$ cat config.mk
export PLATFORM = sky130hd
export DESIGN_NAME = ssm_profile_gen
export DESIGN_NICKNAME = d
export VERILOG_FILES = /design/src/rtl/ssm_pkg.sv /design/src/rtl/ssm_cfg_lookup.sv /design/src/rtl/ssm_phase_seq.sv /design/src/rtl/ssm_ramp_dda.sv /design/src/rtl/ssm_profile_gen.sv
export SDC_FILE = /design/constraint.sdc
export NUM_CORES = 1
export LEC_CHECK = 0
export CORE_MARGIN = 1
export CORE_UTILIZATION = 55
export CTS_CLUSTER_DIAMETER = 120
export DETAILED_ROUTE_END_ITERATION = 8
export GPL_TIMING_DRIVEN = 0
export PLACE_DENSITY = 0.85
export SYNTH_ARGS = -nofsm -noshare
export SYNTH_HDL_FRONTEND = slang
export SYNTH_SLANG_ARGS = --single-unit
$ cat constraint.sdc
create_clock -name clk -period 6.1 [get_ports clk]
set_input_delay 0.61 -clock clk [delete_from_list [all_inputs] [get_ports clk]]
set_output_delay 0.61 -clock clk [all_outputs]
set_load 0.01 [all_outputs]
$ cat src/rtl/ssm_pkg.sv
package ssm_pkg;

   // Per-cycle command from the phase sequencer to the ramp datapath
   typedef enum logic [1:0] {
      RAMP_CLEAR = 2'd0,
      RAMP_LOAD  = 2'd1,
      RAMP_STEP  = 2'd2
   } ramp_ctl_e;

   // Peak deviation in integer offset units for a deviation index
   function automatic int peak_units(input int unit, input int dev_idx);
      return unit * (dev_idx + 1);
   endfunction

endpackage

$ cat src/rtl/ssm_cfg_lookup.sv
module ssm_cfg_lookup #(
   parameter int DEV_W   = 2,
   parameter int GRP_W   = 2,
   parameter int FRAC_W  = 8,
   parameter int UNIT    = 2,
   parameter int OFS_W   = 13,
   parameter int PHASE_W = 9,
   parameter int unsigned DIV_TAB [2**GRP_W] = '{620, 370, 258, 192}
)(
   input  logic [DEV_W-1:0]         dev,
   input  logic [GRP_W-1:0]         grp,
   output logic [PHASE_W-1:0]       rise_len,
   output logic [PHASE_W-1:0]       fall_len,
   output logic signed [OFS_W-1:0]  rise_q,
   output logic [PHASE_W-1:0]       rise_r,
   output logic signed [OFS_W-1:0]  fall_q,
   output logic [PHASE_W-1:0]       fall_r
);

   localparam int NDEV = 2**DEV_W;
   localparam int NGRP = 2**GRP_W;
   localparam int NENT = NDEV * NGRP;

   logic [PHASE_W-1:0]      rl_tab [NGRP];
   logic [PHASE_W-1:0]      fl_tab [NGRP];
   logic signed [OFS_W-1:0] rq_tab [NENT];
   logic [PHASE_W-1:0]      rr_tab [NENT];
   logic signed [OFS_W-1:0] fq_tab [NENT];
   logic [PHASE_W-1:0]      fr_tab [NENT];

   // Half lengths per divisor group; the odd cycle goes to the rising half
   for (genvar g = 0; g < NGRP; g++) begin : g_grp
      localparam int unsigned DV = DIV_TAB[g];
      localparam int unsigned RL = (DV + 1) / 2;
      localparam int unsigned FL = DV / 2;

      assign rl_tab[g] = PHASE_W'(RL);
      assign fl_tab[g] = PHASE_W'(FL);

      // Per-step quotient and remainder of the full swing over each half
      for (genvar d = 0; d < NDEV; d++) begin : g_dev
         localparam int unsigned SWING = 2 * UNIT * (d + 1) * (2**FRAC_W);
         localparam int          E     = g * NDEV + d;

         assign rq_tab[E] = OFS_W'(SWING / RL);
         assign rr_tab[E] = PHASE_W'(SWING % RL);
         assign fq_tab[E] = OFS_W'(SWING / FL);
         assign fr_tab[E] = PHASE_W'(SWING % FL);
      end
   end

   logic [GRP_W+DEV_W-1:0] ent;
   assign ent = {grp, dev};

   assign rise_len = rl_tab[grp];
   assign fall_len = fl_tab[grp];
   assign rise_q   = rq_tab[ent];
   assign rise_r   = rr_tab[ent];
   assign fall_q   = fq_tab[ent];
   assign fall_r   = fr_tab[ent];

endmodule

$ cat src/rtl/ssm_phase_seq.sv
module ssm_phase_seq
   import ssm_pkg::*;
#(
   parameter int CODE_W  = 4,
   parameter int DEV_W   = 2,
   parameter int PHASE_W = 9
)(
   input  logic                      clk,
   input  logic                      rst_n,
   input  logic [CODE_W-1:0]         code,
   input  logic [PHASE_W-1:0]        rise_len,
   input  logic [PHASE_W-1:0]        fall_len,
   output logic                      run,
   output logic                      falling,
   output logic [DEV_W-1:0]          cfg_dev,
   output logic [CODE_W-DEV_W-1:0]   cfg_grp,
   output logic [DEV_W-1:0]          new_dev,
   output ramp_ctl_e                 ctl
);

   localparam int GRP_W = CODE_W - DEV_W;

   logic [PHASE_W-1:0] pos;
   logic [CODE_W-1:0]  idx;
   logic [GRP_W-1:0]   new_grp;
   logic               code_on;
   logic               last_rise;
   logic               last_fall;

   assign code_on = |code;
   assign idx     = code - CODE_W'(1);
   assign new_dev = idx[DEV_W-1:0];
   assign new_grp = idx[CODE_W-1:DEV_W];

   assign last_rise = run && !falling && (pos == rise_len - PHASE_W'(1));
   assign last_fall = run &&  falling && (pos == fall_len - PHASE_W'(1));

   // Code zero wins; a start or a wrap reloads the configuration
   always_comb begin
      if (!code_on)
         ctl = RAMP_CLEAR;
      else if (!run || last_fall)
         ctl = RAMP_LOAD;
      else
         ctl = RAMP_STEP;
   end

   always_ff @(posedge clk or negedge rst_n) begin
      if (!rst_n) begin
         run     <= 1'b0;
         falling <= 1'b0;
         pos     <= '0;
         cfg_dev <= '0;
         cfg_grp <= '0;
      end else begin
         unique case (ctl)
            RAMP_CLEAR: begin
               run     <= 1'b0;
               falling <= 1'b0;
               pos     <= '0;
            end
            RAMP_LOAD: begin
               run     <= 1'b1;
               falling <= 1'b0;
               pos     <= '0;
               cfg_dev <= new_dev;
               cfg_grp <= new_grp;
            end
            default: begin
               if (last_rise) begin
                  falling <= 1'b1;
                  pos     <= '0;
               end else begin
                  pos <= pos + PHASE_W'(1);
               end
            end
         endcase
      end
   end

endmodule

$ cat src/rtl/ssm_ramp_dda.sv
module ssm_ramp_dda
   import ssm_pkg::*;
#(
   parameter int OFS_W   = 13,
   parameter int PHASE_W = 9
)(
   input  logic                     clk,
   input  logic                     rst_n,
   input  ramp_ctl_e                ctl,
   input  logic                     dir_down,
   input  logic signed [OFS_W-1:0]  load_val,
   input  logic signed [OFS_W-1:0]  step_q,
   input  logic [PHASE_W-1:0]       step_r,
   input  logic [PHASE_W-1:0]       den,
   output logic signed [OFS_W-1:0]  acc
);

   logic [PHASE_W-1:0]      rem;
   logic [PHASE_W:0]        rem_sum;
   logic [PHASE_W:0]        rem_wrap;
   logic                    carry;
   logic signed [OFS_W-1:0] delta;

   // Exact division by the half length: quotient every step, carry from remainder
   always_comb begin
      rem_sum  = {1'b0, rem} + {1'b0, step_r};
      carry    = (rem_sum >= {1'b0, den});
      rem_wrap = carry ? (rem_sum - {1'b0, den}) : rem_sum;
      delta    = step_q + (carry ? OFS_W'(1) : OFS_W'(0));
   end

   always_ff @(posedge clk or negedge rst_n) begin
      if (!rst_n) begin
         acc <= '0;
         rem <= '0;
      end else begin
         unique case (ctl)
            RAMP_CLEAR: begin
               acc <= '0;
               rem <= '0;
            end
            RAMP_LOAD: begin
               acc <= load_val;
               rem <= '0;
            end
            default: begin
               acc <= dir_down ? (acc - delta) : (acc + delta);
               rem <= rem_wrap[PHASE_W-1:0];
            end
         endcase
      end
   end

endmodule

$ cat src/rtl/ssm_profile_gen.sv
module ssm_profile_gen
   import ssm_pkg::*;
#(
   parameter int CODE_W = 4,
   parameter int DEV_W  = 2,
   parameter int FRAC_W = 8,
   parameter int UNIT   = 2,
   parameter int unsigned DIV_TAB [2**(CODE_W-DEV_W)] = '{620, 370, 258, 192}
)(
   input  logic                                              clk,
   input  logic                                              rst_n,
   input  logic [CODE_W-1:0]                                 ss_code,
   output logic signed [FRAC_W+$clog2(UNIT*(2**DEV_W)+1):0]  ss_offset,
   output logic                                              ss_active
);

   localparam int GRP_W        = CODE_W - DEV_W;
   localparam int NGRP         = 2**GRP_W;
   localparam int NDEV         = 2**DEV_W;
   localparam int PEAK_MAX     = UNIT * NDEV;
   localparam int INT_W        = $clog2(PEAK_MAX + 1) + 1;
   localparam int OFS_W        = INT_W + FRAC_W;
   localparam int PEAK_RAW_MAX = PEAK_MAX * (2**FRAC_W);

   function automatic int unsigned widest_div();
      int unsigned m = 0;
      for (int i = 0; i < NGRP; i++)
         if (DIV_TAB[i] > m) m = DIV_TAB[i];
      return m;
   endfunction

   localparam int unsigned MAX_RISE = (widest_div() + 1) / 2;
   localparam int          PHASE_W  = $clog2(MAX_RISE + 1);

   // Elaboration-time parameter checks
   if (FRAC_W < 8) begin : g_bad_frac
      $error("ssm_profile_gen: FRAC_W must be at least 8");
   end
   if (DEV_W < 1 || DEV_W >= CODE_W) begin : g_bad_split
      $error("ssm_profile_gen: DEV_W must leave at least one group bit");
   end
   if (UNIT < 1) begin : g_bad_unit
      $error("ssm_profile_gen: UNIT must be positive");
   end
   if (2 * UNIT * (2**FRAC_W) < MAX_RISE) begin : g_bad_slope
      $error("ssm_profile_gen: smallest slope would fall below one LSB per cycle");
   end
   for (genvar g = 0; g < NGRP; g++) begin : g_div_chk
      if (DIV_TAB[g] < 2) begin : g_bad_div
         $error("ssm_profile_gen: every divisor must be at least 2");
      end
   end

   logic                    seq_run;
   logic                    seq_falling;
   logic [DEV_W-1:0]        cfg_dev;
   logic [GRP_W-1:0]        cfg_grp;
   logic [DEV_W-1:0]        new_dev;
   ramp_ctl_e               ctl;

   logic [PHASE_W-1:0]      rise_len;
   logic [PHASE_W-1:0]      fall_len;
   logic signed [OFS_W-1:0] rise_q;
   logic [PHASE_W-1:0]      rise_r;
   logic signed [OFS_W-1:0] fall_q;
   logic [PHASE_W-1:0]      fall_r;

   logic signed [OFS_W-1:0] step_q;
   logic [PHASE_W-1:0]      step_r;
   logic [PHASE_W-1:0]      den;
   logic signed [OFS_W-1:0] load_val;
   logic signed [OFS_W-1:0] acc;

   ssm_phase_seq #(
      .CODE_W  (CODE_W),
      .DEV_W   (DEV_W),
      .PHASE_W (PHASE_W)
   ) u_seq (
      .clk      (clk),
      .rst_n    (rst_n),
      .code     (ss_code),
      .rise_len (rise_len),
      .fall_len (fall_len),
      .run      (seq_run),
      .falling  (seq_falling),
      .cfg_dev  (cfg_dev),
      .cfg_grp  (cfg_grp),
      .new_dev  (new_dev),
      .ctl      (ctl)
   );

   ssm_cfg_lookup #(
      .DEV_W   (DEV_W),
      .GRP_W   (GRP_W),
      .FRAC_W  (FRAC_W),
      .UNIT    (UNIT),
      .OFS_W   (OFS_W),
      .PHASE_W (PHASE_W),
      .DIV_TAB (DIV_TAB)
   ) u_lookup (
      .dev      (cfg_dev),
      .grp      (cfg_grp),
      .rise_len (rise_len),
      .fall_len (fall_len),
      .rise_q   (rise_q),
      .rise_r   (rise_r),
      .fall_q   (fall_q),
      .fall_r   (fall_r)
   );

   // Direction select for the stepping datapath
   assign step_q = seq_falling ? fall_q   : rise_q;
   assign step_r = seq_falling ? fall_r   : rise_r;
   assign den    = seq_falling ? fall_len : rise_len;

   // Negative peak of the incoming code, used on start and on wrap
   always_comb begin
      load_val = OFS_W'(-(peak_units(UNIT, int'(new_dev)) * (2**FRAC_W)));
   end

   ssm_ramp_dda #(
      .OFS_W   (OFS_W),
      .PHASE_W (PHASE_W)
   ) u_ramp (
      .clk      (clk),
      .rst_n    (rst_n),
      .ctl      (ctl),
      .dir_down (seq_falling),
      .load_val (load_val),
      .step_q   (step_q),
      .step_r   (step_r),
      .den      (den),
      .acc      (acc)
   );

   assign ss_offset = acc;
   assign ss_active = |ss_code;

endmodule


==> metrics.cfg <==
[status]
outcome=finished with violations
violations=setup timing

[floorplan]
die_area_um2=6980
ios=20
core_um2=6390
rows=29
initial_core_util=0.573
die_h_um=83.6
die_x_um=83.6

[synth]
ys_seq_elements=37
synth_area_um2=3660
async_reset_ff_frac=1.00
yosys_warnings=0
synth-edff-count=0
ys_seq_area_frac=0.253
yosysUniqueCellTypes=61
syn_nets=481
synthFlopType=dfrtp_1
syn_area_per_cell_um2=8.65
syn_inst=423

[worst_setup_path]
crit_buf_inv=5
rr_worst_depth=32
cp_max_fo=8
end_kind=flop
cp-start-kind=flop
worst-endpoint-required_ns=6.28
ff2ff_setup_slack_ns=-0.69
arrival_ns=6.97
rr_endpoint=u_ramp.acc[12]$_DFF_PN0_
slowest_stage=dfrtp_2
crit_family=compound AO/OA/AOI/OAI gates
max_stage_delay_ns=0.50
worstSetupPathType=flop to flop
r2r_start=u_seq.cfg_grp[1]$_DFFE_PN0P_

[sta]
worst_slew_margin_rel=0.369
slew_viol_final=0
skew_ns=0.0119
setup_viol=9
holdWs_ns=0.437
period_share=1.11
rsz0062_at_grt=true
max_freq_ghz=0.147
layout_min_cycle_time_ns=6.79
hold_viol=0
finalWorstSetupSlack_ns=-0.691
tightest_slew_ns=0.947

[final_layout]
areaGrowthSynthToFinish_pct=36.6
fill_cells=324
layout-drive-gt1-share=0.311
num_antenna_cells=0
fin_util=0.783
fin_nets=562

[clock_tree]
clock_path_buffers=2
cts-root-buf=clkbuf_8
cts_made_buffers=5
cts.reportedPaths.clkPinSlew_ns=0.09
clock_latency_ns=0.31
holdBufCountCts=0
cts_tree=built
htree_levels=2
numClockSinks=37

[place]
hpwlAfterDp_mm=6.42
routabilityCongestion=0.919
dpl_worst_slack_ns=-0.921
numPortBuffers=19

[global_route]
grt_usage=0.305
grt_pass1_wl_mm=17.0
grt_max_degree=38
antenna_found_initial=0
grt_pass1_vias=3534
gr-total-overflow=0

[job]
drv_cap=0

[route]
routed_wirelength_mm=13.0
drc_errors=0
wire_per_inst_um=22.4
drt_first_pass_iters=7
first_iter_violations=642
avgViaCountPerCell=6.94
num_vias=4039
ant_nets=0

[worst_hold_path]
hp-class=primary input to async pin

layout make-up:
| cell class | count | area [um2] | share of cell area |
|---|---|---|---|
| well taps | 77 | 96.3 | 0.0193 |
| clock inverters | 3 | 65.1 | 0.0130 |
| multi-input cells | 344 | 3010 | 0.603 |
| flip-flops and latches | 37 | 930 | 0.186 |
| repair buffers | 76 | 629 | 0.126 |
| inverters | 29 | 128 | 0.0255 |
| clock buffers | 5 | 68.8 | 0.0138 |
| plain buffers | 11 | 68.8 | 0.0138 |
stage by stage:
step / TNS (ns) / area [um2] / std cells
6_report: -3.98 / 5000 / 582
5_1_grt: -5.22 / 5000 / 582
4_1_cts: -0.638 / 4600 / 555
3_5_place_dp: -5.97 / 4070 / 519
3_3_place_gp: -4.39 / 4070 / 519
2_1_floorplan: -0.0956 / 3790 / 423
sequential cells by signal (all words and copies together) (netlist names):
register,count
u_seq.pos,9
u_seq.cfg_grp,2
u_seq.cfg_dev,2
u_ramp.rem,9
u_ramp.acc,13
u_seq.falling,1
u_seq.run,1
layout by cell type (no fill, tap or decap), drive strengths merged, types with 7 or more instances in the layout:
| cell | n |
|---|---|
| nor3 | 12 |
| nor2 | 43 |
| o21a | 9 |
| buf | 65 |
| o21ai | 15 |
| ha | 49 |
| clkbuf | 9 |
| a21o | 7 |
| nand2 | 20 |
| mux2i | 7 |
| nand2b | 7 |
| dfrtp | 37 |
| xnor2 | 23 |
| nand3 | 12 |
| a21oi | 30 |
| xor2 | 13 |
| and2 | 8 |
| nor2b | 8 |
| clkdlybuf4s50 | 18 |
| inv | 28 |
timing repair:
item                       in CTS  in global routing
gates resized for setup        46                 39
pin swaps                      34                 42
setup endpoints to repair      11                 10
setup buffers                  29                 28
worst max-delay path by stage:
stage,startpoint,endpoint,depth (start not counted)
finish,u_seq.cfg_grp[1]$_DFFE_PN0P_,u_ramp.acc[12]$_DFF_PN0_,32
floorplan,u_seq.cfg_grp[1]$_DFFE_PN0P_,u_ramp.acc[12]$_DFF_PN0_,33
detailed placement,u_seq.cfg_dev[1]$_DFFE_PN0P_,u_ramp.acc[12]$_DFF_PN0_,33
global placement,u_seq.cfg_dev[1]$_DFFE_PN0P_,u_ramp.acc[12]$_DFF_PN0_,33
CTS,u_seq.cfg_grp[1]$_DFFE_PN0P_,u_ramp.acc[12]$_DFF_PN0_,32
global route,u_seq.cfg_dev[0]$_DFFE_PN0P_,u_ramp.acc[12]$_DFF_PN0_,30
cells by family after synthesis:
family,count (synthesis),synth area share
adder cells (fa/ha/maj),52,0.184
flip-flops,37,0.253
multiplexers,10,0.0315
AO/OA/AOI/OAI,109,0.206
buffers and inverters,42,0.0499
AND/OR/NAND/NOR,137,0.189
XOR/XNOR,36,0.0862
cells in the mapped netlist (all sizes together), types with 7 or more instances:
library cell	count	share of area
a21oi	30	0.043
xnor2	23	0.055
nand2b	7	0.012
dfrtp	37	0.25
and2	8	0.014
ha	49	0.17
a21o	7	0.014
o21ai	15	0.021
nor3	12	0.016
inv	29	0.030
o21a	9	0.018
buf	7	0.013
xor2	13	0.031
nor2b	8	0.014
mux2i	7	0.019
nor2	43	0.044
nand2	20	0.022
nand3	12	0.016
per-layer routing:
metal  track usage  vias to the layer above  part of all wire
li1              -                     1669                 -
met1         0.396                     1930              0.39
met2         0.508                      348              0.46
met3        0.0475                       92             0.093
met4         0.126                        0             0.054
met5             0                        -                 0
Power is not shown: default switching activity piles up to over one toggle a cycle in this logic, so the estimate is an artifact.
